$ cat config.mk
export PLATFORM = sky130hd
export DESIGN_NAME = pwr_seq
export DESIGN_NICKNAME = d
export VERILOG_FILES = /design/src/rtl/pwr_seq.sv
export SDC_FILE = /design/constraint.sdc
export NUM_CORES = 1
export LEC_CHECK = 0
export BUFFER_PORTS_ARGS = -buffer_cell sky130_fd_sc_hd__buf_2
export CORE_AREA = 10 10 79 81
export CTS_CLUSTER_DIAMETER = 80
export DETAILED_ROUTE_END_ITERATION = 10
export DIE_AREA = 0 0 89 91
export PLACE_DENSITY = 0.77
export SYNTH_ARGS = -nofsm -noshare
export SYNTH_HDL_FRONTEND = slang
export SYNTH_SLANG_ARGS = --single-unit
$ cat constraint.sdc
create_clock -name clk -period 2.9 [get_ports clk]
set_input_delay 0.29 -clock clk [delete_from_list [all_inputs] [get_ports clk]]
set_output_delay 0.29 -clock clk [all_outputs]
set_load 0.02 [all_outputs]
$ cat src/rtl/pwr_seq.sv
`timescale 1ns/1ps
module pwr_seq #(
  parameter int          OSC_CYC     = 16,
  parameter int          PLL_CYC     = 24,
  parameter logic [15:0] CMD_SLEEP   = 16'h5A5A,
  parameter logic [15:0] CMD_STOP    = 16'h0F0F,
  parameter logic [15:0] CMD_DSTOP   = 16'h0FF0,
  parameter logic [15:0] SETTLE_INIT = 16'd8
) (
  input  logic        clk,
  input  logic        rst_n,
  input  logic        cfg_we,
  input  logic        cfg_sel,
  input  logic [15:0] cfg_wdata,
  input  logic        wake,
  input  logic        cpu_drain_ack,
  input  logic        bus_idle_ack,
  input  logic        sr_ack,
  output logic        cpu_drain_req,
  output logic        bus_drain_req,
  output logic        sr_req,
  output logic        cpu_clk_en,
  output logic        hclk_en,
  output logic        pclk_en,
  output logic        iso_en,
  output logic        pwr_en,
  output logic        osc_en,
  output logic        pll_en,
  output logic        clk_sel,
  output logic        sys_rst_n,
  output logic        cpu_rst_n,
  output logic        cpu_pwr_en_n,
  output logic [3:0]  state_o
);
  localparam int MAXW = OSC_CYC > PLL_CYC ? OSC_CYC : PLL_CYC;
  localparam int LW   = $clog2(MAXW) + 1;
  localparam int CW   = LW > 16 ? LW : 16;
  localparam logic [1:0] K_NONE = 2'd0, K_SLEEP = 2'd1, K_STOP = 2'd2, K_DSTOP = 2'd3;

  typedef enum logic [3:0] {
    S_RUN = 4'd0, S_CPUDN = 4'd1, S_BUSDN = 4'd2, S_SREF = 4'd3,
    S_CLKOFF = 4'd4, S_ISO = 4'd5, S_PWROFF = 4'd6, S_SLEEP = 4'd7,
    S_SETTLE = 4'd8, S_CPUPWR = 4'd9, S_GATE = 4'd10, S_STOP = 4'd11,
    S_OSC = 4'd12, S_PLL = 4'd13, S_SWITCH = 4'd14, S_CPUREL = 4'd15
  } st_t;

  st_t          st;
  logic [1:0]   kind;
  logic [CW-1:0] cnt;
  logic [15:0]  settle;
  logic         mode_wr, wake_path;

  assign mode_wr = cfg_we && !cfg_sel;

  always_ff @(posedge clk or negedge rst_n) begin
    if (!rst_n) begin
      st     <= S_RUN;
      kind   <= K_NONE;
      cnt    <= '0;
      settle <= SETTLE_INIT;
    end else begin
      if (cfg_we && cfg_sel) settle <= cfg_wdata;
      case (st)
        S_RUN:
          if (mode_wr) begin
            if (cfg_wdata == CMD_SLEEP) begin
              st <= S_CPUDN; kind <= K_SLEEP;
            end else if (cfg_wdata == CMD_STOP) begin
              st <= S_GATE; kind <= K_STOP;
            end else if (cfg_wdata == CMD_DSTOP) begin
              st <= S_GATE; kind <= K_DSTOP;
            end
          end
        S_CPUDN:  if (cpu_drain_ack) st <= S_BUSDN;
        S_BUSDN:  if (bus_idle_ack) st <= S_SREF;
        S_SREF:   if (sr_ack) st <= S_CLKOFF;
        S_CLKOFF: st <= S_ISO;
        S_ISO:    st <= S_PWROFF;
        S_PWROFF: st <= S_SLEEP;
        S_SLEEP:
          if (wake) begin
            st  <= S_SETTLE;
            cnt <= CW'(settle);
          end
        S_SETTLE:
          if (cnt == '0) begin
            st  <= S_OSC;
            cnt <= CW'(OSC_CYC - 1);
          end else cnt <= cnt - 1'b1;
        S_GATE:   st <= S_STOP;
        S_STOP:
          if (wake) begin
            if (kind == K_DSTOP) st <= S_CPUPWR;
            else begin
              st  <= S_OSC;
              cnt <= CW'(OSC_CYC - 1);
            end
          end
        S_CPUPWR: begin
          st  <= S_OSC;
          cnt <= CW'(OSC_CYC - 1);
        end
        S_OSC:
          if (cnt == '0) begin
            st  <= S_PLL;
            cnt <= CW'(PLL_CYC - 1);
          end else cnt <= cnt - 1'b1;
        S_PLL:
          if (cnt == '0) st <= S_SWITCH;
          else cnt <= cnt - 1'b1;
        S_SWITCH: st <= S_CPUREL;
        S_CPUREL: begin
          st   <= S_RUN;
          kind <= K_NONE;
        end
        default:  st <= S_RUN;
      endcase
    end
  end

  assign wake_path = st inside {S_OSC, S_PLL, S_SWITCH};

  assign cpu_drain_req = st inside {S_CPUDN, S_BUSDN, S_SREF, S_CLKOFF, S_ISO, S_PWROFF, S_SLEEP, S_SETTLE};
  assign bus_drain_req = st inside {S_BUSDN, S_SREF, S_CLKOFF, S_ISO, S_PWROFF, S_SLEEP, S_SETTLE};
  assign sr_req        = st inside {S_SREF, S_CLKOFF, S_ISO, S_PWROFF, S_SLEEP, S_SETTLE};

  assign cpu_clk_en = st inside {S_RUN, S_CPUDN, S_CPUREL};
  assign hclk_en    = st inside {S_RUN, S_CPUDN, S_BUSDN, S_SREF, S_PLL, S_SWITCH, S_CPUREL};
  assign pclk_en    = hclk_en;

  assign iso_en = (st inside {S_ISO, S_PWROFF, S_SLEEP, S_SETTLE}) || (kind == K_SLEEP && wake_path);
  assign pwr_en = st inside {S_PWROFF, S_SLEEP};

  assign osc_en  = !(st inside {S_SLEEP, S_SETTLE, S_CPUPWR, S_STOP});
  assign pll_en  = osc_en && (st != S_OSC);
  assign clk_sel = !(st inside {S_SLEEP, S_SETTLE, S_CPUPWR, S_STOP, S_OSC, S_PLL});

  assign sys_rst_n    = !(kind == K_SLEEP && wake_path);
  assign cpu_rst_n    = sys_rst_n && !(kind == K_DSTOP && (wake_path || st inside {S_STOP, S_CPUPWR}));
  assign cpu_pwr_en_n = (kind == K_DSTOP) && (st == S_STOP);

  assign state_o = st;
endmodule

==> flow_summary_export.csv, run 1 <==
group,metric,value,unit
power,p_leak,1.20,nW
grt,antenna_found_initial,0,
sta,min_period_over_period,85.7,%
yosys,synth.top_cell.area_share,36.7,%
finish,fillers,404,
worst_hold_path,hold_class,"in2async",
cts,cts-htree-levels,2,
critical_path,r2r_end,"cnt[5]$_DFFE_PN0P_",
yosys,yosys.area.top_type,"dfrtp_1",
die,die_area,8100,µm²
yosys,synth_seq_cells,38,
critical_path,end_kind,"primary output",
sta,fmax,402,MHz
yosys,synthTopCellsByArea,"dfrtp_1, mux2_2, nand2_1",
die,rows,25,
routing,wl,6.38,mm
placed_design,io_buffers,41,
cts,clk_pin_slew_worst_paths,0.07,ns
status,run_status,"finished clean",
sta,layout_setup_ws,0.415,ns
yosys,synth_async_sr_flop_share,100,%
cts,cts_resized,0,
yosys,synthesis.nets,299,
cts,numCtsBuffers,5,
cts,clock_latency,0.29,ns
grt,grtUsageTotal,16.2,%
power,powerDensity,364,nW/µm²
critical_path,crit_arrival,2.20,ns
critical_path,r2r_slack,0.61,ns
yosys,yosysSeqAreaShare,37.7,%
sta,worst_slew_pin_slew,0.829,ns
finish,syn_to_final_growth,12.4,%
yosys,syn_area,2520,µm²
critical_path,critical_path.max_fanout,25,
cts,cts_sinks,38,
die,ios,42,
critical_path,path_delay_family,"simple AND/OR/NAND/NOR gates",
cts,cts_setup_buffers,0,
sta,slew_viol_final,0,
placed_design,post-place-ws,0.667,ns
sta,finalHoldViolCount,0,
yosys,synth.avg_cell_area,9.24,µm²
sta,relSlewSlack,44.8,%
critical_path,crit_required,2.61,ns
yosys,synth-edff-count,0,
sta,rsz0062_at_grt,"no",
yosys,netlist_top_cells_count,"dfrtp_1, nand2_1, nor2_1",
sta,fin_crit,2.49,ns
critical_path,r2r_cells,5,
finish,ff_latch_area,952,µm²
sta,setup_viol_count_final,0,
finish,n_antenna_cell,0,
placed_design,place_congestion,0.917,
yosys,syn_inst,273,
yosys,post-synth-top-count-cell,"dfrtp_1",
critical_path,r2r_start,"state_o[2]$_DFFE_PN0P_",
routing,wl_per_cell,17.6,µm
routing,drtAntennaViolNets,0,
flow_run,cap_violations,0,
cts,root_buffer,"clkbuf_8",
die,die_y,91,µm
finish,drive_above_1_share,25.6,%
die,die_width,89,µm
yosys,yosysWarnings,0,
finish,finalNetCount,334,
yosys,synth_flop_cell,"dfrtp_1",
critical_path,path_cells,"nand2_1 -> or4b_2 -> o211ai_1 -> buf_2",
routing,via_count,2372,
grt,grt_max_degree,39,
grt,grt_pass1_vias,2235,
finish,multi_input_area,1460,µm²
critical_path,crit_buf_inv,1,
die,core-area,4660,µm²
critical_path,startpoint_type,"flop",
yosys,netlist-cell-type-count,64,
routing,drc,0,
routing,dr.pass1.iters,4,
cts,clockBufferDepth,2,
critical_path,worstSetupPathType,"reg2out",
power,vdd_drop_max,0.000350,V
critical_path,max_stage_delay,0.79,ns
placed_design,dpl.hpwl,4.73,mm
sta,tns,0,ns
grt,grt-ovfl-total,0,
grt,grt_first_pass_wirelength,10.8,mm
critical_path,cp_slowest_cell,"dfrtp_1",
sta,clock_skew,0.00274,ns
cts,cts_tree,"yes",
routing,drt_iter0_markers,317,
die,start_util,54.1,%
routing,vias_per_cell,6.53,
cts,hold_buffers,0,
registers in the layout (all words and copies together), names as in the netlist:
register / cells
kind: 2
settle: 16
cnt: 16
state_o: 4
cell type report:
cell class	instances	share of cell area, %
Tap cell	54	2.38
Multi-Input combinational cell	210	51.6
Sequential cell	38	33.6
Inverter	9	1.19
Clock buffer	7	3.05
Timing Repair Buffer	44	8.03
Clock inverter	1	0.177
power by group:
part           switching [mW]  internal [mW]
Sequential             0.0197          0.564
Clock                   0.181          0.192
Combinational          0.0335         0.0422
Total                   0.234          0.798
logic make-up after synthesis:
group	synth area share, %
xor gates and xnor gates	0.695
adders and majority gates	0.992
buffers and inverters	4.27
muxes	9.13
and+or+nand+nor	22.4
AOI/OAI and AO/OA	24.8
DFF	37.7
worst max-delay path by stage:
stage                           start                  to  slack [ns]  depth (start not counted)
6_report       state_o[2]$_DFFE_PN0P_              iso_en        0.41                          4
5_1_grt        state_o[2]$_DFFE_PN0P_              iso_en        0.29                          4
4_1_cts        state_o[2]$_DFFE_PN0P_              iso_en        0.44                          4
3_5_place_dp       cnt[5]$_DFFE_PN0P_  cnt[6]$_DFFE_PN0P_        0.67                          5
3_3_place_gp   state_o[2]$_DFFE_PN0P_  cnt[5]$_DFFE_PN0P_        0.66                          5
2_1_floorplan  state_o[3]$_DFFE_PN0P_              iso_en        0.76                          4
cells in the final DEF (no fill, tap or decap), drive strengths merged, types with 3 or more instances in the layout:
cell,instances
buf,44
dfrtp,37
nand2,27
nor2,22
o21ai,18
mux2,16
a21oi,11
o22ai,11
inv,9
nor3,7
a22o,7
o31ai,7
clkbuf,7
nand3,6
nor4bb,6
nand4,6
nand2b,6
mux2i,5
nor4,5
nor2b,3
o211ai,3
a22oi,3
per-stage QoR:
step | hold slack (ns) | cell area (µm²) | total power [mW] | util, % | instances
finish | 0.0940 | 2840 | 1.03 | 60.8 | 363
global route | 0.163 | 2840 | 1.07 | 60.8 | 363
CTS | 0.123 | 2840 | 1.04 | 60.8 | 363
detailed placement | 0.438 | 2740 | 0.670 | 58.9 | 355
global placement | 0.430 | 2740 | 0.666 | 58.9 | 355
floorplan | -0.00559 | 2520 | 0.627 | - | 273
routing by layer:
metal,GRT usage [%],vias to the layer above,share of wire (%)
li1,-,1118,-
met1,22.5,1136,45
met2,24.8,109,47
met3,3.57,9,6.9
met4,3.85,0,1.0
met5,0,-,0
worst reg2reg max path: stages, from the launching register on:
cell     delay [ns]
dfrtp_1        0.79
nor2b_1        0.15
nor2_2         0.43
o31ai_4        0.28
o41ai_1        0.39
a22o_1         0.20
Power figures use the tool's default switching activity.
==> run 2, diff against run 1 <==
--- a/config.mk
+++ b/config.mk
@@ -8,9 +8,10 @@
 export BUFFER_PORTS_ARGS = -buffer_cell sky130_fd_sc_hd__buf_2
 export CORE_AREA = 10 10 79 81
 export CTS_CLUSTER_DIAMETER = 80
+export CTS_CLUSTER_SIZE = 10
 export DETAILED_ROUTE_END_ITERATION = 10
 export DIE_AREA = 0 0 89 91
-export PLACE_DENSITY = 0.77
+export PLACE_DENSITY = 0.76
 export SYNTH_ARGS = -nofsm -noshare
 export SYNTH_HDL_FRONTEND = slang
 export SYNTH_SLANG_ARGS = --single-unit
==> run 2 against run 1 <==
Flip-flop and latch count unchanged. Non-clock buffer count decreased by 1. Sequential power about the same. Clock-buffer cell count decreased by 1. Design area decreased by 0.13%. Via count decreased by 0.80%. Hold slack improved by 0.0022 ns. Power increased by 1.7%. Register-to-register slack got worse by 0.09 ns. Largest cell class unchanged. Highest routed layer unchanged.
==> flow_summary_export.csv, run 2 (synthesized netlist as in run 1, its figures left out) <==
group,metric,value,unit
cts,clock_latency,0.29,ns
die,core-area,4660,µm²
sta,rsz0062_at_grt,"no",
sta,worst_slew_pin_slew,0.848,ns
grt,grt-ovfl-total,0,
grt,grtUsageTotal,16.7,%
critical_path,r2r_slack,0.52,ns
routing,drc,0,
routing,drtAntennaViolNets,0,
critical_path,critical_path.max_fanout,26,
power,p_leak,1.20,nW
critical_path,cp_slowest_cell,"dfrtp_1",
critical_path,crit_arrival,2.26,ns
finish,layout_common_cells,"buf_2, dfrtp_1, nand2_1, nor2_1, o21ai_0",
cts,root_buffer,"clkbuf_8",
sta,clock_skew,0.00764,ns
routing,drt_iter0_markers,388,
power,power_frac_seq,55.6,%
status,run_status,"finished clean",
power,switching_share,24.1,%
routing,vias_per_cell,6.50,
finish,final_common_cell,"buf_2",
cts,numCtsBuffers,5,
power,powerDensity,371,nW/µm²
die,die_width,89,µm
cts,hold_buffers,0,
sta,fin_crit,2.55,ns
sta,min_period_over_period,87.9,%
die,start_util,54.1,%
sta,tns,0,ns
grt,grt_pass1_vias,2255,
routing,via_count,2353,
critical_path,r2r_start,"state_o[3]$_DFFE_PN0P_",
critical_path,r2r_cells,5,
finish,syn_to_final_growth,12.3,%
die,ios,42,
grt,antenna_found_initial,0,
placed_design,io_buffers,41,
cts,cts_tree,"yes",
routing,wl_per_cell,18.5,µm
power,pwr-share-clk,37.1,%
cts,clk_pin_slew_worst_paths,0.08,ns
worst_hold_path,hold_class,"in2async",
power,vdd_drop_max,0.000285,V
finish,drive_above_1_share,25.6,%
cts,cts-htree-levels,2,
critical_path,path_cells,"nand2_1 -> or4b_2 -> o211ai_1 -> buf_2",
power,comb_power_share,7.3,%
finish,finalNetCount,333,
cts,cts_setup_buffers,0,
die,rows,25,
grt,grt_first_pass_wirelength,11.2,mm
finish,stdcell_count,362,
flow_run,cap_violations,0,
critical_path,crit_required,2.61,ns
cts,clockBufferDepth,2,
cts,cts_resized,0,
power,p_int,0.798,mW
placed_design,place_congestion,0.906,
placed_design,dpl.hpwl,4.82,mm
critical_path,startpoint_type,"flop",
grt,grt_max_degree,39,
finish,n_antenna_cell,0,
sta,finalHoldViolCount,0,
sta,relSlewSlack,43.5,%
sta,fmax,392,MHz
routing,dr.pass1.iters,5,
sta,slew_viol_final,0,
die,die_y,91,µm
placed_design,placed_cells,354,
routing,wl,6.69,mm
power,switchingPower,0.253,mW
critical_path,max_stage_delay,0.84,ns
critical_path,end_kind,"primary output",
cts,cts_sinks,38,
critical_path,worstSetupPathType,"reg2out",
sta,setup_viol_count_final,0,
critical_path,r2r_end,"cnt[7]$_DFFE_PN0P_",
die,die_area,8100,µm²
-- run 2: worst max path at each step --
stage | start | depth (start not counted) | to | slack, ns
finish | state_o[3]$_DFFE_PN0P_ | 4 | iso_en | 0.35
floorplan | state_o[3]$_DFFE_PN0P_ | 4 | iso_en | 0.76
detailed placement | state_o[3]$_DFFE_PN0P_ | 5 | cnt[5]$_DFFE_PN0P_ | 0.57
CTS | state_o[3]$_DFFE_PN0P_ | 4 | iso_en | 0.38
global route | state_o[3]$_DFFE_PN0P_ | 4 | iso_en | 0.21
global placement | state_o[3]$_DFFE_PN0P_ | 5 | cnt[7]$_DFFE_PN0P_ | 0.58
-- run 2: cell type report --
cell class | count | area [µm²]
fillers | 376 | 1830
multi-input cells | 210 | 1460
inverters | 9 | 33.8
clock buffers | 6 | 82.6
clock inverters | 2 | 12.5
flip-flops and latches | 38 | 952
repair buffers | 43 | 220
well taps | 54 | 67.6
-- run 2: per-stage QoR --
step           total power [mW]  utilization, %  setup WS, ns  instance area, µm²  hold WS (ns)
2_1_floorplan             0.627               -         0.760                2520      -0.00559
3_3_place_gp              0.666            58.7         0.578                2740         0.435
3_5_place_dp              0.672            58.7         0.568                2740         0.449
4_1_cts                    1.06            60.8         0.376                2830         0.133
5_1_grt                    1.09            60.8         0.205                2830         0.170
6_report                   1.05            60.8         0.350                2830        0.0962
-- run 2: metal layers --
metal	track usage [%]	vias up	routed length, µm
met2	26.2	110	3100
li1	-	1119	-
met4	4.24	0	66
met5	0	-	0
met1	22.9	1115	3030
met3	3.04	9	484
-- run 2: power groups by stage --
stage | Clock, mW | Combinational, mW | Sequential (mW)
global route | 0.418 | 0.0871 | 0.588
global placement | 0 | 0.0747 | 0.591
floorplan | 0 | 0.0415 | 0.585
detailed placement | 0 | 0.0783 | 0.594
CTS | 0.395 | 0.0786 | 0.583
finish | 0.389 | 0.0768 | 0.584
-- run 2: worst max-delay path, delay by kind of cell (launching register included) --
| kind | cells | cell delay [ns] |
|---|---|---|
| compound gates | 1 | 0.12 |
| simple gates | 2 | 0.81 |
| flops | 1 | 0.84 |
| buf+inv | 1 | 0.20 |
==> run 3, diff against run 2 <==
--- a/config.mk
+++ b/config.mk
@@ -6,12 +6,15 @@
 export NUM_CORES = 1
 export LEC_CHECK = 0
 export BUFFER_PORTS_ARGS = -buffer_cell sky130_fd_sc_hd__buf_2
-export CORE_AREA = 10 10 79 81
+export CORE_AREA = 10 10 77 79
+export CTS_BUF_LIST = sky130_fd_sc_hd__clkbuf_2
 export CTS_CLUSTER_DIAMETER = 80
 export CTS_CLUSTER_SIZE = 10
 export DETAILED_ROUTE_END_ITERATION = 10
-export DIE_AREA = 0 0 89 91
-export PLACE_DENSITY = 0.76
+export DIE_AREA = 0 0 87 89
+export MAX_ROUTING_LAYER = met4
+export PLACE_DENSITY = 0.8
+export REMOVE_ABC_BUFFERS = 1
 export SYNTH_ARGS = -nofsm -noshare
 export SYNTH_HDL_FRONTEND = slang
 export SYNTH_SLANG_ARGS = --single-unit
==> run 3 against run 2 <==
Clock-buffer cell count shrank 1. Die area shrank 4.4%. Wire length shrank 3.7%. Power shrank 4.8%. First-iteration DRC count shrank 21%. Sequential share of layout area grew 0.12 points. Register-to-register slack gained 0.06 ns. Clock skew grew 0.013 ns. Hold slack gained 0.011 ns. Critical path depth is the same. Critical endpoint unchanged. Highest routed layer unchanged.
==> flow_summary_export.csv, run 3 (synthesized netlist as in run 1, its figures left out) <==
group,metric,value,unit
critical_path,r2r_cells,5,
routing,drtAntennaViolNets,0,
die,start_util,55.6,%
critical_path,r2r_end,"cnt[6]$_DFFE_PN0P_",
power,p_leak,1.19,nW
critical_path,max_stage_delay,0.85,ns
die,die_area,7740,µm²
critical_path,r2r_start,"state_o[2]$_DFFE_PN0P_",
grt,antenna_found_initial,0,
die,core-area,4540,µm²
sta,worst_slew_pin_slew,0.828,ns
sta,tns,0,ns
power,powerDensity,354,nW/µm²
worst_hold_path,hold_class,"in2reg",
cts,cts_tree,"yes",
critical_path,worstSetupPathType,"reg2out",
finish,final_common_cell,"buf_2",
sta,relSlewSlack,44.8,%
placed_design,post_dp_cell_area,2740,µm²
cts,cts-htree-levels,2,
sta,fmax,378,MHz
routing,drt_iter0_markers,308,
critical_path,end_kind,"primary output",
power,pwr-share-clk,33.7,%
routing,via_count,2332,
worst_hold_path,holdPathStages,2,
die,rows,25,
finish,final_core_util,62.3,%
sta,holdWs,0.107,ns
die,ios,42,
sta,min_period_over_period,91.2,%
critical_path,critical_path.max_fanout,25,
power,total_power,1.00,mW
worst_hold_path,min_from,"cfg_wdata[9]",
placed_design,dpl.hpwl,4.83,mm
critical_path,critPathCapture,"iso_en",
cts,cts_setup_buffers,0,
cts,cts_sinks,38,
die,die_width,87,µm
sta,slew_viol_final,0,
grt,grt_pass1_vias,2202,
finish,syn_to_final_growth,12.0,%
power,vdd_drop_max,0.000390,V
grt,grtUsageTotal,17.4,%
placed_design,io_buffers,41,
finish,n_antenna_cell,0,
critical_path,crit_required,2.61,ns
routing,drc,0,
finish,finalNetCount,335,
routing,wl_per_cell,17.7,µm
placed_design,place_congestion,0.933,
die,die_y,89,µm
critical_path,crit_arrival,2.36,ns
power,power_frac_seq,58.6,%
critical_path,r2r_slack,0.58,ns
sta,layout_setup_ws,0.255,ns
routing,dr.pass1.iters,5,
sta,clock_skew,0.0206,ns
critical_path,critPathLaunch,"state_o[2]$_DFFE_PN0P_",
placed_design,post-place-ws,0.561,ns
grt,grt_first_pass_wirelength,10.7,mm
cts,numCtsBuffers,5,
power,switching_share,24.7,%
finish,finish.instance_area,2830,µm²
flow_run,cap_violations,0,
power,comb_power_share,7.7,%
sta,fin_crit,2.65,ns
cts,root_buffer,"clkbuf_2",
sta,setup_viol_count_final,0,
grt,grt-ovfl-total,0,
sta,rsz0062_at_grt,"no",
cts,clock_latency,0.42,ns
routing,wl,6.44,mm
grt,grt_max_degree,39,
routing,vias_per_cell,6.41,
finish,layout_common_cells,"buf_2, dfrtp_1, nand2_1, nor2_1, o21ai_0",
cts,clockBufferDepth,2,
placed_design,placed_cells,355,
critical_path,cp_slowest_cell,"dfrtp_1",
critical_path,startpoint_type,"flop",
finish,drive_above_1_share,26.1,%
status,run_status,"finished clean",
sta,finalHoldViolCount,0,
power,p_int,0.752,mW
critical_path,path_cells,"nand2_1 -> or4b_2 -> o211ai_1 -> buf_2",
cts,clk_pin_slew_worst_paths,0.22,ns
power,switchingPower,0.247,mW
finish,stdcell_count,364,
## run 3: worst max-delay path: cells and delay by family, from the launching register on
kind / cells / cell delay [ns]
flip-flops: 1 / 0.85
AO/OA/AOI/OAI: 1 / 0.11
buffers and inverters: 1 / 0.19
AND/OR/NAND/NOR: 2 / 0.77
## run 3: worst min-delay path by stage
stage	end	slack (ns)
floorplan	cnt[0]$_DFFE_PN0P_	-0.006
global placement	settle[9]$_DFFE_PN0P_	0.43
detailed placement	settle[9]$_DFFE_PN0P_	0.44
CTS	settle[11]$_DFFE_PN0P_	0.09
global route	settle[15]$_DFFE_PN0P_	0.07
finish	settle[9]$_DFFE_PN0P_	0.11
## run 3: cell type report
cell class / instances / area (µm²)
Fill cell: 357 / 1710
Multi-Input combinational cell: 210 / 1460
Sequential cell: 38 / 953
Timing Repair Buffer: 45 / 238
Tap cell: 54 / 67.6
Clock inverter: 3 / 45.0
Inverter: 9 / 33.8
Clock buffer: 5 / 25.0
## run 3: routing by layer
metal | share of wire [%] | global-route usage, % | up-vias
li1 | - | - | 1120
met1 | 45 | 23.2 | 1121
met2 | 48 | 26.3 | 86
met3 | 6.2 | 3.92 | 5
met4 | 0.82 | 3.68 | 0
met5 | 0 | - | -
## run 3: what timing repair did
action                     in CTS  in global routing
setup endpoints to repair       0                  1
hold endpoints to repair       37                  0
resized for setup               0                  1
hold buffers                    1                  0
## run 3: power groups by stage
stage / Sequential [mW] / Combinational [mW] / Clock, mW
after floorplan: 0.585 / 0.0411 / 0
after global placement: 0.592 / 0.0742 / 0
after detailed placement: 0.595 / 0.0771 / 0
after CTS: 0.585 / 0.0782 / 0.341
after global routing: 0.589 / 0.0860 / 0.367
final: 0.586 / 0.0767 / 0.337
